`src/rtl/pwm_dac_pkg.sv`:
```
package pwm_dac_pkg;

    // Global control bits shared by all channels (bit 0 = fast, bit 1 = short period)
    typedef struct packed {
        logic mode_short;
        logic fast;
    } pwm_ctrl_t;

endpackage

```
`src/rtl/pwm_prescaler.sv`:
```
module pwm_prescaler #(
    parameter int DIV_SLOW = 4
) (
    input  logic clk,
    input  logic rst_n,
    input  logic fast,
    output logic tick
);
    localparam int DIV_FAST = (DIV_SLOW > 1) ? DIV_SLOW / 2 : 1;
    localparam int CW       = $clog2(DIV_SLOW + 1);

    typedef struct packed {
        logic [CW-1:0] cnt;
    } pre_state_t;

    pre_state_t s_d, s_q;
    logic [CW-1:0] limit;

    always_comb begin
        s_d   = s_q;
        limit = fast ? CW'(DIV_FAST - 1) : CW'(DIV_SLOW - 1);
        tick  = (s_q.cnt >= limit);
        if (tick) begin
            s_d.cnt = '0;
        end else begin
            s_d.cnt = s_q.cnt + CW'(1);
        end
    end

    always_ff @(posedge clk or negedge rst_n) begin
        if (!rst_n) begin
            s_q <= '0;
        end else begin
            s_q <= s_d;
        end
    end

endmodule

```
`src/rtl/pwm_period_ctr.sv`:
```
module pwm_period_ctr #(
    parameter int DW = 8
) (
    input  logic          clk,
    input  logic          rst_n,
    input  logic          tick,
    input  logic          mode_short,
    output logic [DW-1:0] cnt,
    output logic          wrap
);
    localparam logic [DW-1:0] LAST_FULL  = DW'((2 ** DW) - 1);
    localparam logic [DW-1:0] LAST_SHORT = DW'((2 ** DW) - 4);

    typedef struct packed {
        logic [DW-1:0] cnt;
    } ctr_state_t;

    ctr_state_t s_d, s_q;
    logic [DW-1:0] last;

    always_comb begin
        s_d  = s_q;
        last = mode_short ? LAST_SHORT : LAST_FULL;
        wrap = tick && (s_q.cnt >= last);
        if (wrap) begin
            s_d.cnt = '0;
        end else if (tick) begin
            s_d.cnt = s_q.cnt + DW'(1);
        end
    end

    always_ff @(posedge clk or negedge rst_n) begin
        if (!rst_n) begin
            s_q <= '0;
        end else begin
            s_q <= s_d;
        end
    end

    assign cnt = s_q.cnt;

endmodule

```
`src/rtl/pwm_dac_regs.sv`:
```
module pwm_dac_regs
    import pwm_dac_pkg::*;
#(
    parameter int NUM_CH = 6,
    parameter int DW     = 8,
    parameter int AW     = 3
) (
    input  logic                     clk,
    input  logic                     rst_n,
    input  logic                     bus_sel,
    input  logic                     bus_we,
    input  logic [AW-1:0]            bus_addr,
    input  logic [DW-1:0]            bus_wdata,
    output logic [DW-1:0]            bus_rdata,
    input  logic                     load,
    output logic [NUM_CH-1:0][DW-1:0] duty_act,
    output pwm_ctrl_t                ctrl_act
);
    localparam logic [DW-1:0] MID_CODE = DW'(1) << (DW - 1);
    localparam logic [AW-1:0] CTRL_OFS = AW'(NUM_CH);

    typedef struct packed {
        logic [NUM_CH-1:0][DW-1:0] duty;
        logic [NUM_CH-1:0][DW-1:0] duty_act;
        pwm_ctrl_t                 ctrl;
        pwm_ctrl_t                 ctrl_act;
    } reg_state_t;

    reg_state_t s_d, s_q;

    always_comb begin
        s_d = s_q;
        if (bus_sel && bus_we) begin
            for (int i = 0; i < NUM_CH; i++) begin
                if (bus_addr == AW'(i)) begin
                    s_d.duty[i] = bus_wdata;
                end
            end
            if (bus_addr == CTRL_OFS) begin
                s_d.ctrl = pwm_ctrl_t'(bus_wdata[1:0]);
            end
        end
        if (load) begin
            s_d.duty_act = s_q.duty;
            s_d.ctrl_act = s_q.ctrl;
        end
    end

    always_comb begin
        bus_rdata = '0;
        for (int i = 0; i < NUM_CH; i++) begin
            if (bus_addr == AW'(i)) begin
                bus_rdata = s_q.duty[i];
            end
        end
        if (bus_addr == CTRL_OFS) begin
            bus_rdata = {{(DW - 2){1'b0}}, s_q.ctrl};
        end
    end

    always_ff @(posedge clk or negedge rst_n) begin
        if (!rst_n) begin
            s_q.duty     <= {NUM_CH{MID_CODE}};
            s_q.duty_act <= {NUM_CH{MID_CODE}};
            s_q.ctrl     <= '0;
            s_q.ctrl_act <= '0;
        end else begin
            s_q <= s_d;
        end
    end

    assign duty_act = s_q.duty_act;
    assign ctrl_act = s_q.ctrl_act;

endmodule

```
`src/rtl/pwm_cmp_lane.sv`:
```
module pwm_cmp_lane #(
    parameter int DW = 8
) (
    input  logic [DW-1:0] step,
    input  logic [DW-1:0] code,
    output logic          level
);
    always_comb begin
        level = (step < code);
    end

endmodule

```
`src/rtl/pwm_dac_bank.sv`:
```
module pwm_dac_bank
    import pwm_dac_pkg::*;
#(
    parameter int NUM_CH      = 6,
    parameter int DW          = 8,
    parameter int AW          = 3,
    parameter int SYS_CLK_HZ  = 50_000_000,
    parameter int BASE_PWM_HZ = 47_000
) (
    input  logic              clk,
    input  logic              rst_n,
    input  logic              bus_sel,
    input  logic              bus_we,
    input  logic [AW-1:0]     bus_addr,
    input  logic [DW-1:0]     bus_wdata,
    output logic [DW-1:0]     bus_rdata,
    output logic [NUM_CH-1:0] pwm_out
);
    localparam int RAW_DIV  = SYS_CLK_HZ / (BASE_PWM_HZ * (2 ** DW));
    localparam int DIV_SLOW = (RAW_DIV > 0) ? RAW_DIV : 1;

    logic                      step_tick;
    logic                      period_wrap;
    logic [DW-1:0]             period_cnt;
    logic [NUM_CH-1:0][DW-1:0] duty_act;
    pwm_ctrl_t                 ctrl_act;

    pwm_dac_regs #(
        .NUM_CH (NUM_CH),
        .DW     (DW),
        .AW     (AW)
    ) u_regs (
        .clk       (clk),
        .rst_n     (rst_n),
        .bus_sel   (bus_sel),
        .bus_we    (bus_we),
        .bus_addr  (bus_addr),
        .bus_wdata (bus_wdata),
        .bus_rdata (bus_rdata),
        .load      (period_wrap),
        .duty_act  (duty_act),
        .ctrl_act  (ctrl_act)
    );

    pwm_prescaler #(
        .DIV_SLOW (DIV_SLOW)
    ) u_pre (
        .clk   (clk),
        .rst_n (rst_n),
        .fast  (ctrl_act.fast),
        .tick  (step_tick)
    );

    pwm_period_ctr #(
        .DW (DW)
    ) u_ctr (
        .clk        (clk),
        .rst_n      (rst_n),
        .tick       (step_tick),
        .mode_short (ctrl_act.mode_short),
        .cnt        (period_cnt),
        .wrap       (period_wrap)
    );

    for (genvar g = 0; g < NUM_CH; g++) begin : g_lane
        pwm_cmp_lane #(
            .DW (DW)
        ) u_lane (
            .step  (period_cnt),
            .code  (duty_act[g]),
            .level (pwm_out[g])
        );
    end

endmodule

```
`config.mk`:
```
export PLATFORM = sky130hd
export DESIGN_NAME = pwm_dac_bank
export DESIGN_NICKNAME = d
export VERILOG_FILES = /design/src/rtl/pwm_dac_pkg.sv /design/src/rtl/pwm_prescaler.sv /design/src/rtl/pwm_period_ctr.sv /design/src/rtl/pwm_dac_regs.sv /design/src/rtl/pwm_cmp_lane.sv /design/src/rtl/pwm_dac_bank.sv
export SDC_FILE = /design/constraint.sdc
export NUM_CORES = 1
export LEC_CHECK = 0
export BUFFER_PORTS_ARGS = -buffer_cell sky130_fd_sc_hd__buf_2
export CELL_PAD_IN_SITES_DETAIL_PLACEMENT = 0
export CELL_PAD_IN_SITES_GLOBAL_PLACEMENT = 1
export CORE_MARGIN = 2
export CORE_UTILIZATION = 30
export CTS_BUF_LIST = sky130_fd_sc_hd__clkbuf_8 sky130_fd_sc_hd__clkbuf_16
export DETAILED_ROUTE_END_ITERATION = 8
export GPL_TIMING_DRIVEN = 0
export MAX_ROUTING_LAYER = met4
export PLACE_DENSITY_LB_ADDON = 0.1
export SETUP_SLACK_MARGIN = 0.1
export SYNTH_ARGS = -nofsm -noshare
export SYNTH_HDL_FRONTEND = slang
export SYNTH_HIERARCHICAL = 1
export SYNTH_SLANG_ARGS = --single-unit
```
`constraint.sdc`:
```
create_clock -name clk -period 2.82 [get_ports clk]
set_input_delay 0.141 -clock clk [delete_from_list [all_inputs] [get_ports clk]]
set_output_delay 0.141 -clock clk [all_outputs]
set_load 0.01 [all_outputs]
```
==> flow_summary.ini, run 1 <==
[yosys]
synth_edf_count = 0
seq_area_frac_synth = 0.4453
yosysMostFrequentCell = mux2_2
synth_area_leaders = dfrtp_1 (40%), mux2_2 (18%), ha_1 (9.4%), buf_4 (6.2%), dfstp_2 (5.0%)
syn_inst = 530
ys_ff_latch = 111
async_flop_share = 1.000
syn_avg_cell_area_um2 = 11.83
synth_area_leader_cell = dfrtp_1
synth.cells.most_frequent = mux2_2 (102), dfrtp_1 (99), buf_4 (52)
ys_warn_count = 6
yosysUniqueCellTypes = 43
synth.net_count = 592
ys.flop_type = dfrtp_1
synth_top_cell_area_share = 0.3951
netlist_area_mm2 = 0.006271

[setup_path]
rr_worst_depth = 10
end_kind = flop
path_cells = buf_4 > ha_1 > a211oi_4 > inv_2 > and3_4 > nand3_2 > nor2_4 > clkbuf_4 > buf_4 > mux2_2
crit_type = reg2reg
path_delay_family = buffers and inverters
r2r-start = u_regs/ctrl_act[0]
cp.required_ns = 3.06
r2r_slack_ns = 0.27
critPathArrivalTime_ns = 2.79
slowest_stage = dfrtp_1
path_buf_inv = 4
crit_path_max_fanout = 10
cp-start-kind = flop
max_stage_delay_ns = 0.38
regToRegEndpoint = u_regs/duty_act[14]
cp_common_cell = buf_4

[power_and_ir_drop]
power_mw = 3.693
p_per_area_mw_per_mm2 = 516.2
combPwrFrac = 0.118
p_clk_frac = 0.360
switchingPower_mw = 0.9750
leakage_nw = 3.294
p_int_mw = 2.718
ir_worst_vdd_mv = 0.2941
switching_share = 0.2640
seq_power_share = 0.522

[cells_and_area]
area.growth.synth_to_final_pct = 14.09
postLayoutCellArea_mm2 = 0.007154
final_nets = 635
n_antenna_cell = 0
layout-drive-gt1-share = 0.4343

[hold_path]
holdPathEnd = u_regs/s_q[90]
min_path_type = in2reg
hold_path_depth = 2
hp-start = bus_wdata[6]

[floorplanning]
die_w_um = 148.6
die_h_um = 148.6
initial_core_util = 0.3079
die-area_mm2 = 0.02208
row_count = 52
ios = 29
core_area_mm2 = 0.02036

[routing]
wl_per_cell_um = 18.25
antenna_left = 0
num_vias = 3947
routed_wl_mm = 15.48
drc = 0
viasPerCell = 4.654
firstDrtPassIters = 4
drtIter0Drc = 172

[place]
post-place-ws_ns = -0.2893
gp_congestion = 0.7628
place_hpwl_mm = 11.61
io_buffers = 28
placed_area_mm2 = 0.006783

[sta]
fin_skew_ns = 0.01021
fin_ws_ns = 0.2667
max_slew.worst_pin.slew_ns = 0.6326
setup_total_negative_slack_ns = 0
rsz0062_at_grt = no
fin_crit_ns = 2.553
max_freq_ghz = 0.3916
whs_ns = 0.1335
setup_viol = 0
maxSlewHeadroom = 0.5783
fin_crit_sh = 0.9054
finalHoldViolations = 0
maxSlewViolCount = 0

[clock_tree]
cts_buffers = 9
cts-root-buf = clkbuf_16
cts_tree = done
clock_tree.buffer_depth = 2
clock_sinks = 111
cts_max_level = 3
clk_pin_slew_ns = 0.08
clk_latency_ns = 0.36

[global_route]
antenna_found_initial = 0
grt_use_total = 0.1550
grt_pass1_vias = 4205
grt_first_pass_wirelength_mm = 24.55
grt_overflow = 0
grt_max_degree = 88

[run_status]
status = completed

[job]
cap_violations = 0
-- stage by stage --
step,util,std cells
CTS,0.3498,846
finish,0.3513,848
global route,0.3513,848
detailed placement,0.3331,829
global placement,0.3314,828
floorplan,-,530
-- cell type report --
class,instances,area (µm²)
fill,2033,13210
multi-input combinational,308,2865
sequential,111,2795
buffer,63,471.7
tap,270,337.8
clock buffer,9,225.2
timing repair buffer,32,198.9
inverter,48,180.2
clock inverter,7,80.08
-- cells in the final DEF (no fill, tap or decap), types with 8 or more instances in the layout --
| cell type | count |
|---|---|
| inv_1 | 47 |
| clkbuf_16 | 9 |
| a21oi_1 | 14 |
| mux2_4 | 8 |
| o21ai_0 | 8 |
| mux2i_1 | 16 |
| ha_1 | 47 |
| dfrtp_1 | 97 |
| nand2_1 | 24 |
| buf_4 | 57 |
| mux2_2 | 102 |
| buf_2 | 29 |
| dfstp_2 | 12 |
| nor2_1 | 17 |
-- flip-flops by register name, indices dropped and copies added (netlist names) --
| register | flops |
|---|---|
| u_ctr/cnt | 8 |
| u_regs/duty_act | 48 |
| u_regs/ctrl_act | 2 |
| u_pre/s_q | 3 |
| u_regs/s_q | 50 |
-- how the worst max path moves through the flow --
| stage | start | endpoint | slack (ns) | depth (start not counted) |
|---|---|---|---|---|
| CTS | u_regs/ctrl_act[0] | u_regs/duty_act[14] | 0.14 | 10 |
| finish | u_regs/ctrl_act[0] | u_regs/duty_act[14] | 0.27 | 10 |
| detailed placement | u_ctr/cnt[0] | u_regs/duty_act[41] | -0.29 | 8 |
| global route | u_regs/ctrl_act[0] | u_regs/duty_act[13] | 0.15 | 10 |
| global placement | u_ctr/cnt[0] | u_regs/ctrl_act[0] | -0.30 | 8 |
| floorplan | u_regs/ctrl_act[0] | u_regs/ctrl_act[0] | 0.50 | 10 |
-- kinds of logic (layout without fill, tap and decap cells) --
| group | Yosys count | count (layout) | synth area share |
|---|---|---|---|
| compound gates | 55 | 55 | 0.06385 |
| xor+xnor | 2 | 2 | 0.002794 |
| fa+ha+maj | 47 | 47 | 0.09377 |
| buf+inv | 111 | 159 | 0.1002 |
| flops | 111 | 111 | 0.4453 |
| mux | 126 | 126 | 0.2279 |
| simple gates | 78 | 78 | 0.06624 |
-- layer usage --
metal	part of all wire	up-vias	GRT usage	wire [µm]
met4	0.011	0	0.03762	175
met1	0.51	1992	0.2179	7935
li1	-	1891	-	-
met5	0	-	-	0
met3	0.026	12	0.02546	399
met2	0.45	52	0.2345	6967
-- power groups by stage --
stage               Combinational, mW  Sequential (mW)  Clock, mW
floorplan                       0.296             1.88          0
global placement                0.428             1.96          0
detailed placement              0.442             1.97          0
CTS                             0.444             1.93       1.38
global route                    0.478             1.96       1.45
finish                          0.436             1.93       1.33
-- repair_timing --
| item | in CTS | in global routing |
|---|---|---|
| hold buffers | 1 | 0 |
| pin swaps | 0 | 1 |
| gates resized for setup | 11 | 5 |
| hold endpoints to repair | 24 | 0 |
| setup buffers | 0 | 2 |
| endpoints found under the setup margin | 50 | 50 |
Note: power is estimated with default switching activity, not from simulation.
==> run 2, diff against run 1 <==
--- a/config.mk
+++ b/config.mk
@@ -5,6 +5,7 @@
 export SDC_FILE = /design/constraint.sdc
 export NUM_CORES = 1
 export LEC_CHECK = 0
+export ABC_AREA = 1
 export BUFFER_PORTS_ARGS = -buffer_cell sky130_fd_sc_hd__buf_2
 export CELL_PAD_IN_SITES_DETAIL_PLACEMENT = 0
 export CELL_PAD_IN_SITES_GLOBAL_PLACEMENT = 1
==> run 2 against run 1 <==
Non-clock buffer count is 2 higher. Worst setup slack better by 0.096 ns. Clock skew is 0.0041 ns higher. Register-to-register slack better by 0.096 ns. Critical path type unchanged. Largest cell class is now registers.
==> flow_summary.ini, run 2 <==
[place]
placed_area_mm2 = 0.006793
gp_congestion = 0.8361
io_buffers = 28
place_hpwl_mm = 12.36
dp.cells = 1008
post-place-ws_ns = -0.09003

[cells_and_area]
fillers = 2137
final_common_cell = nand2_1
regMostFlops = u_regs/s_q
layout-drive-gt1-share = 0.2533
layout_common_cells = nand2_1 (143), dfrtp_1 (99), inv_1 (90)
n_antenna_cell = 0
postLayoutCellArea_mm2 = 0.007084
final_nets = 811
stdcell_count = 1024
area.growth.synth_to_final_pct = 12.79
largest_reg_flops = 50

[setup_path]
path_cells = buf_4 > ha_1 > nand2_1 > nand2_2 > nand2_1 > inv_2 > nand2_2 > nor2_4 > nand2_4 > clkinv_2 > buf_2 > mux2_2
path_delay_family = buffers and inverters
slowest_stage = dfrtp_1
r2r-start = u_regs/ctrl_act[0]
crit_type = reg2reg
crit_path_max_fanout = 10
end_kind = flop
cp-start-kind = flop
cp.required_ns = 3.06
rr_worst_depth = 12
regToRegEndpoint = u_regs/duty_act[25]
max_stage_delay_ns = 0.38
critPathArrivalTime_ns = 2.70
r2r_slack_ns = 0.36
path_buf_inv = 4

[clock_tree]
clk_pin_slew_ns = 0.08
cts-root-buf = clkbuf_16
clock_sinks = 111
clock_tree.buffer_depth = 2
cts_buffers = 9
cts_tree = done
clk_latency_ns = 0.36
post_cts_buffers = 0
cts_max_level = 3
ctsResizeCount = 0

[global_route]
grt_first_pass_wirelength_mm = 26.11
grt_use_total = 0.1620
grt_pass1_vias = 4590
antenna_found_initial = 0
grt_max_degree = 93
grt_overflow = 0

[routing]
topRoutingLayerUsed = met4
drtIter0Drc = 187
antenna_left = 0
viasPerCell = 4.457
num_vias = 4564
firstDrtPassIters = 4
wl_per_cell_um = 15.95
wl_met2_mm = 7.229
routed_wl_mm = 16.33
wl_met1_mm = 8.224
dr_wl_met3_um = 560
drc = 0

[hold_path]
hold_path_depth = 3
hp-start = bus_wdata[6]
min_path_type = in2reg
holdPathEnd = u_regs/s_q[98]

[sta]
fin_ws_ns = 0.3626
finalHoldViolations = 0
max_freq_ghz = 0.4069
setup_total_negative_slack_ns = 0
maxSlewHeadroom = 0.5801
fin_skew_ns = 0.01431
fin_crit_sh = 0.8714
max_slew.worst_pin.slew_ns = 0.6299
rsz0062_at_grt = no
maxSlewViolCount = 0
setup_viol = 0
fin_crit_ns = 2.457

[yosys]
yosysUniqueCellTypes = 27
ys.flop_type = dfrtp_1
synth.net_count = 771
synth_area_leader_cell = dfrtp_1
ys_warn_count = 6
synth_edf_count = 0
ys_ff_latch = 111
syn_inst = 709
netlist_area_mm2 = 0.006281
seq_area_frac_synth = 0.4446
yosysMostFrequentCell = nand2_1
synth_top_cell_area_share = 0.3944
async_flop_share = 1.000
synth_area_leaders = dfrtp_1 (39%), ha_1 (9.4%), nand2_1 (8.5%), mux2_2 (8.4%), buf_4 (6.2%)
synth.cells.most_frequent = nand2_1 (143), dfrtp_1 (99), inv_1 (89)
syn_avg_cell_area_um2 = 8.859

[floorplanning]
ios = 29
core_area_mm2 = 0.02036
row_count = 52
die-area_mm2 = 0.02211
initial_core_util = 0.3084
die_w_um = 148.7
die_h_um = 148.7

[run_status]
status = completed

[power_and_ir_drop]
switchingPower_mw = 1.000
switching_share = 0.2845
leakage_nw = 3.614
combPwrFrac = 0.097
ir_worst_vdd_mv = 0.2732
p_clk_frac = 0.355
seq_power_share = 0.548
p_int_mw = 2.515
p_per_area_mw_per_mm2 = 496.1

[job]
cap_violations = 0
[run 2: cell count changes after synthesis, sizes merged, moves of 11 or more]
| cell | delta |
|---|---|
| nand4 | +21 |
| mux2i | -16 |
| inv | +47 |
| o21ai | +33 |
| nand2 | +125 |
| nor2 | +38 |
| mux2 | -63 |
| nand3 | +11 |
| a21oi | +25 |
[run 2: kinds of logic (layout without fill, tap and decap cells)]
group / after synthesis / count (layout) / share of synthesized area
AO/OA/AOI/OAI: 87 / 87 / 0.06972
XOR/XNOR: 1 / 1 / 0.001395
adder cells (fa/ha/maj): 47 / 47 / 0.09362
buffers and inverters: 164 / 209 / 0.1319
flip-flops: 111 / 111 / 0.4446
multiplexers: 47 / 47 / 0.08426
AND/OR/NAND/NOR: 252 / 252 / 0.1745
[run 2: timing repair]
item	4_1_cts	5_1_grt
hold endpoints to repair	22	0
hold buffers	1	0
setup endpoints to repair	44	0
[run 2: how the worst max path moves through the flow]
| stage | from | endpoint | slack (ns) | depth (start not counted) |
|---|---|---|---|---|
| floorplan | u_regs/ctrl_act[0] | u_regs/duty_act[0] | 0.52 | 13 |
| CTS | u_regs/ctrl_act[0] | u_regs/duty_act[25] | 0.31 | 12 |
| detailed placement | u_regs/ctrl_act[0] | u_regs/duty_act[25] | -0.09 | 13 |
| finish | u_regs/ctrl_act[0] | u_regs/duty_act[25] | 0.36 | 12 |
| global placement | u_regs/ctrl_act[0] | u_regs/duty_act[37] | -0.07 | 13 |
| global route | u_regs/ctrl_act[0] | u_regs/duty_act[25] | 0.18 | 12 |
[run 2: tightest hold or removal path, stage by stage]
cell and delay, ns:
buf_2 0.07, inv_1 0.09, a21oi_1 0.14
[run 2: power by group through the flow]
stage          Sequential (mW)  Combinational (mW)  Clock [mW]
2_1_floorplan             1.86               0.211           0
3_3_place_gp              1.96               0.333           0
3_5_place_dp              1.96               0.346           0
4_1_cts                   1.93               0.348        1.30
5_1_grt                   1.95               0.396        1.36
6_report                  1.93               0.341        1.25
[run 2: layout make-up]
| cell class | count | area (µm²) | share of cell area |
|---|---|---|---|
| Buffer | 67 | 462.9 | 0.06535 |
| Clock buffer | 10 | 239.0 | 0.03373 |
| Clock inverter | 6 | 46.29 | 0.006535 |
| Inverter | 96 | 361.6 | 0.05104 |
| Multi-Input combinational cell | 434 | 2660 | 0.3755 |
| Sequential cell | 111 | 2793 | 0.3942 |
| Tap cell | 270 | 337.8 | 0.04769 |
| Timing Repair Buffer | 30 | 183.9 | 0.02596 |
[run 2: stage by stage]
step | power [mW] | utilization | hold WS, ns
floorplan | 2.075 | - | -0.1546
global placement | 2.291 | 0.3319 | 0.4437
detailed placement | 2.303 | 0.3336 | 0.003113
CTS | 3.578 | 0.3479 | 0.1333
global route | 3.703 | 0.3479 | 0.1553
finish | 3.515 | 0.3479 | 0.1234
[run 2: per-layer routing]
metal  global-route usage  vias up
met3              0.02975       22
met4              0.04048        0
met1               0.2263     2158
li1                     -     2321
met2               0.2440       63
met5                    -        -
==> run 3, diff against run 2 <==
--- a/config.mk
+++ b/config.mk
@@ -11,12 +11,12 @@
 export CELL_PAD_IN_SITES_GLOBAL_PLACEMENT = 1
 export CORE_MARGIN = 2
 export CORE_UTILIZATION = 30
-export CTS_BUF_LIST = sky130_fd_sc_hd__clkbuf_8 sky130_fd_sc_hd__clkbuf_16
 export DETAILED_ROUTE_END_ITERATION = 8
 export GPL_TIMING_DRIVEN = 0
 export MAX_ROUTING_LAYER = met4
 export PLACE_DENSITY_LB_ADDON = 0.1
 export SETUP_SLACK_MARGIN = 0.1
+export SLEW_MARGIN = 20
 export SYNTH_ARGS = -nofsm -noshare
 export SYNTH_HDL_FRONTEND = slang
 export SYNTH_HIERARCHICAL = 1
==> run 3 against run 2 <==
Count of clock-buffer cells in the layout unchanged. Power up 0.28%. Worst setup slack worse by 0.018 ns. Sequential cell count did not move. Clock power about the same. Register-to-register slack worse by 0.02 ns. Maximum frequency shrank 0.74%. First-iteration DRC count increased by 14%. Via count grew 1.6%. Cell area barely moved. Largest power group unchanged.
==> flow_summary.ini, run 3 (synthesized netlist as in run 2, its figures left out) <==
[run_status]
status = completed

[floorplanning]
die_w_um = 148.7
die-area_mm2 = 0.02211
die_h_um = 148.7
row_count = 52
core_area_mm2 = 0.02036
ios = 29
initial_core_util = 0.3084

[setup_path]
path_buf_inv = 4
critPathArrivalTime_ns = 2.72
cp.required_ns = 3.06
slowest_stage = dfrtp_1
max_stage_delay_ns = 0.39
crit_path_max_fanout = 10
end_kind = flop
path_delay_family = buffers and inverters
rr_worst_depth = 12
r2r-start = u_regs/ctrl_act[0]
crit_type = reg2reg
path_cells = buf_4 > ha_1 > nand2_1 > nand2_2 > nand2_1 > inv_2 > nand2_2 > nor2_4 > nand2_4 > clkinv_2 > buf_2 > mux2_2
regToRegEndpoint = u_regs/duty_act[35]
r2r_slack_ns = 0.34
cp-start-kind = flop

[clock_tree]
cts_max_level = 3
cts_tree = done
clock_tree.buffer_depth = 2
clk_latency_ns = 0.36
ctsResizeCount = 0
clock_sinks = 111
clk_pin_slew_ns = 0.08
cts-root-buf = clkbuf_16
cts_buffers = 9

[global_route]
grt_use_total = 0.1626
grt_overflow = 0
antenna_found_initial = 0
grt_max_degree = 75
grt_pass1_vias = 4557
grt_first_pass_wirelength_mm = 26.23

[sta]
fin_crit_ns = 2.476
maxSlewViolCount = 0
setup_total_negative_slack_ns = 0
max_freq_ghz = 0.4039
setup_viol = 0
whs_ns = 0.1215
fin_skew_ns = 0.01376
max_slew.worst_pin.slew_ns = 0.6147
finalHoldViolations = 0
rsz0062_at_grt = no
maxSlewHeadroom = 0.5902
fin_crit_sh = 0.8779

[routing]
antenna_left = 0
firstDrtPassIters = 4
wl_met2_mm = 7.022
drtIter0Drc = 213
wl_per_cell_um = 16.13
routed_wl_mm = 16.52
wl_met1_mm = 8.624
num_vias = 4638
drc = 0
topRoutingLayerUsed = met4
viasPerCell = 4.529
dr_wl_met3_um = 528

[place]
io_buffers = 28
gp_congestion = 0.8361
place_hpwl_mm = 12.44

[cells_and_area]
largest_reg_flops = 50
area.growth.synth_to_final_pct = 12.75
post-route-util = 0.3478
final_nets = 811
final_common_cell = nand2_1
layout-drive-gt1-share = 0.2533
layout_common_cells = nand2_1 (143), dfrtp_1 (99), inv_1 (89)
regMostFlops = u_regs/s_q
n_antenna_cell = 0

[hold_path]
hold_path_depth = 3
min_path_type = in2reg
holdPathEnd = u_regs/s_q[98]
hp-start = bus_wdata[6]

[power_and_ir_drop]
leakage_nw = 3.604
ir_worst_vdd_mv = 0.2812
p_per_area_mw_per_mm2 = 497.7

[job]
cap_violations = 0
-- run 3: report_power, final --
| group | switching, mW | leakage, nW | internal (mW) |
|---|---|---|---|
| Clock | 0.636 | 0.136 | 0.617 |
| Combinational | 0.216 | 2.04 | 0.125 |
| Sequential | 0.174 | 1.43 | 1.76 |
| Total | 1.03 | 3.60 | 2.50 |
-- run 3: worst min-delay path: stages --
cell	delay [ns]
buf_2	0.07
inv_1	0.09
a21oi_1	0.13
-- run 3: repair_timing --
item	CTS	global route
endpoints found under the hold margin	37	0
endpoints found under the setup margin	44	0
hold buffers	1	0
buffers inserted	0	0
-- run 3: layout make-up --
cell class	count	area, µm²
tap	270	337.8
clock buffer	10	229.0
sequential	111	2793
multi-input combinational	434	2660
buffer	67	462.9
inverter	96	361.6
timing repair buffer	30	183.9
clock inverter	6	53.80
fill	2152	13280
-- run 3: metrics by stage --
step	std cells	worst slack [ns]	total power, mW	area [µm²]
4_1_cts	1024	0.2990	3.583	7082
2_1_floorplan	709	0.5241	2.075	6281
6_report	1024	0.3444	3.525	7082
3_5_place_dp	1008	-0.08036	2.304	6793
3_3_place_gp	1007	-0.06647	2.291	6759
5_1_grt	1024	0.1769	3.712	7082
-- run 3: worst max path at each step --
stage                             startpoint                  end  slack, ns  cells after the start
after floorplan           u_regs/ctrl_act[0]   u_regs/duty_act[0]       0.52                     13
after global placement    u_regs/ctrl_act[0]  u_regs/duty_act[37]      -0.07                     13
after detailed placement  u_regs/ctrl_act[0]  u_regs/duty_act[35]      -0.08                     13
after CTS                 u_regs/ctrl_act[0]  u_regs/duty_act[35]       0.30                     12
after global routing      u_regs/ctrl_act[0]  u_regs/duty_act[35]       0.18                     12
final                     u_regs/ctrl_act[0]  u_regs/duty_act[35]       0.34                     12
-- run 3: routing by layer --
metal	vias up	global-route usage
li1	2333	-
met1	2207	0.2317
met2	76	0.2396
met3	22	0.02638
met4	0	0.04571
met5	-	-
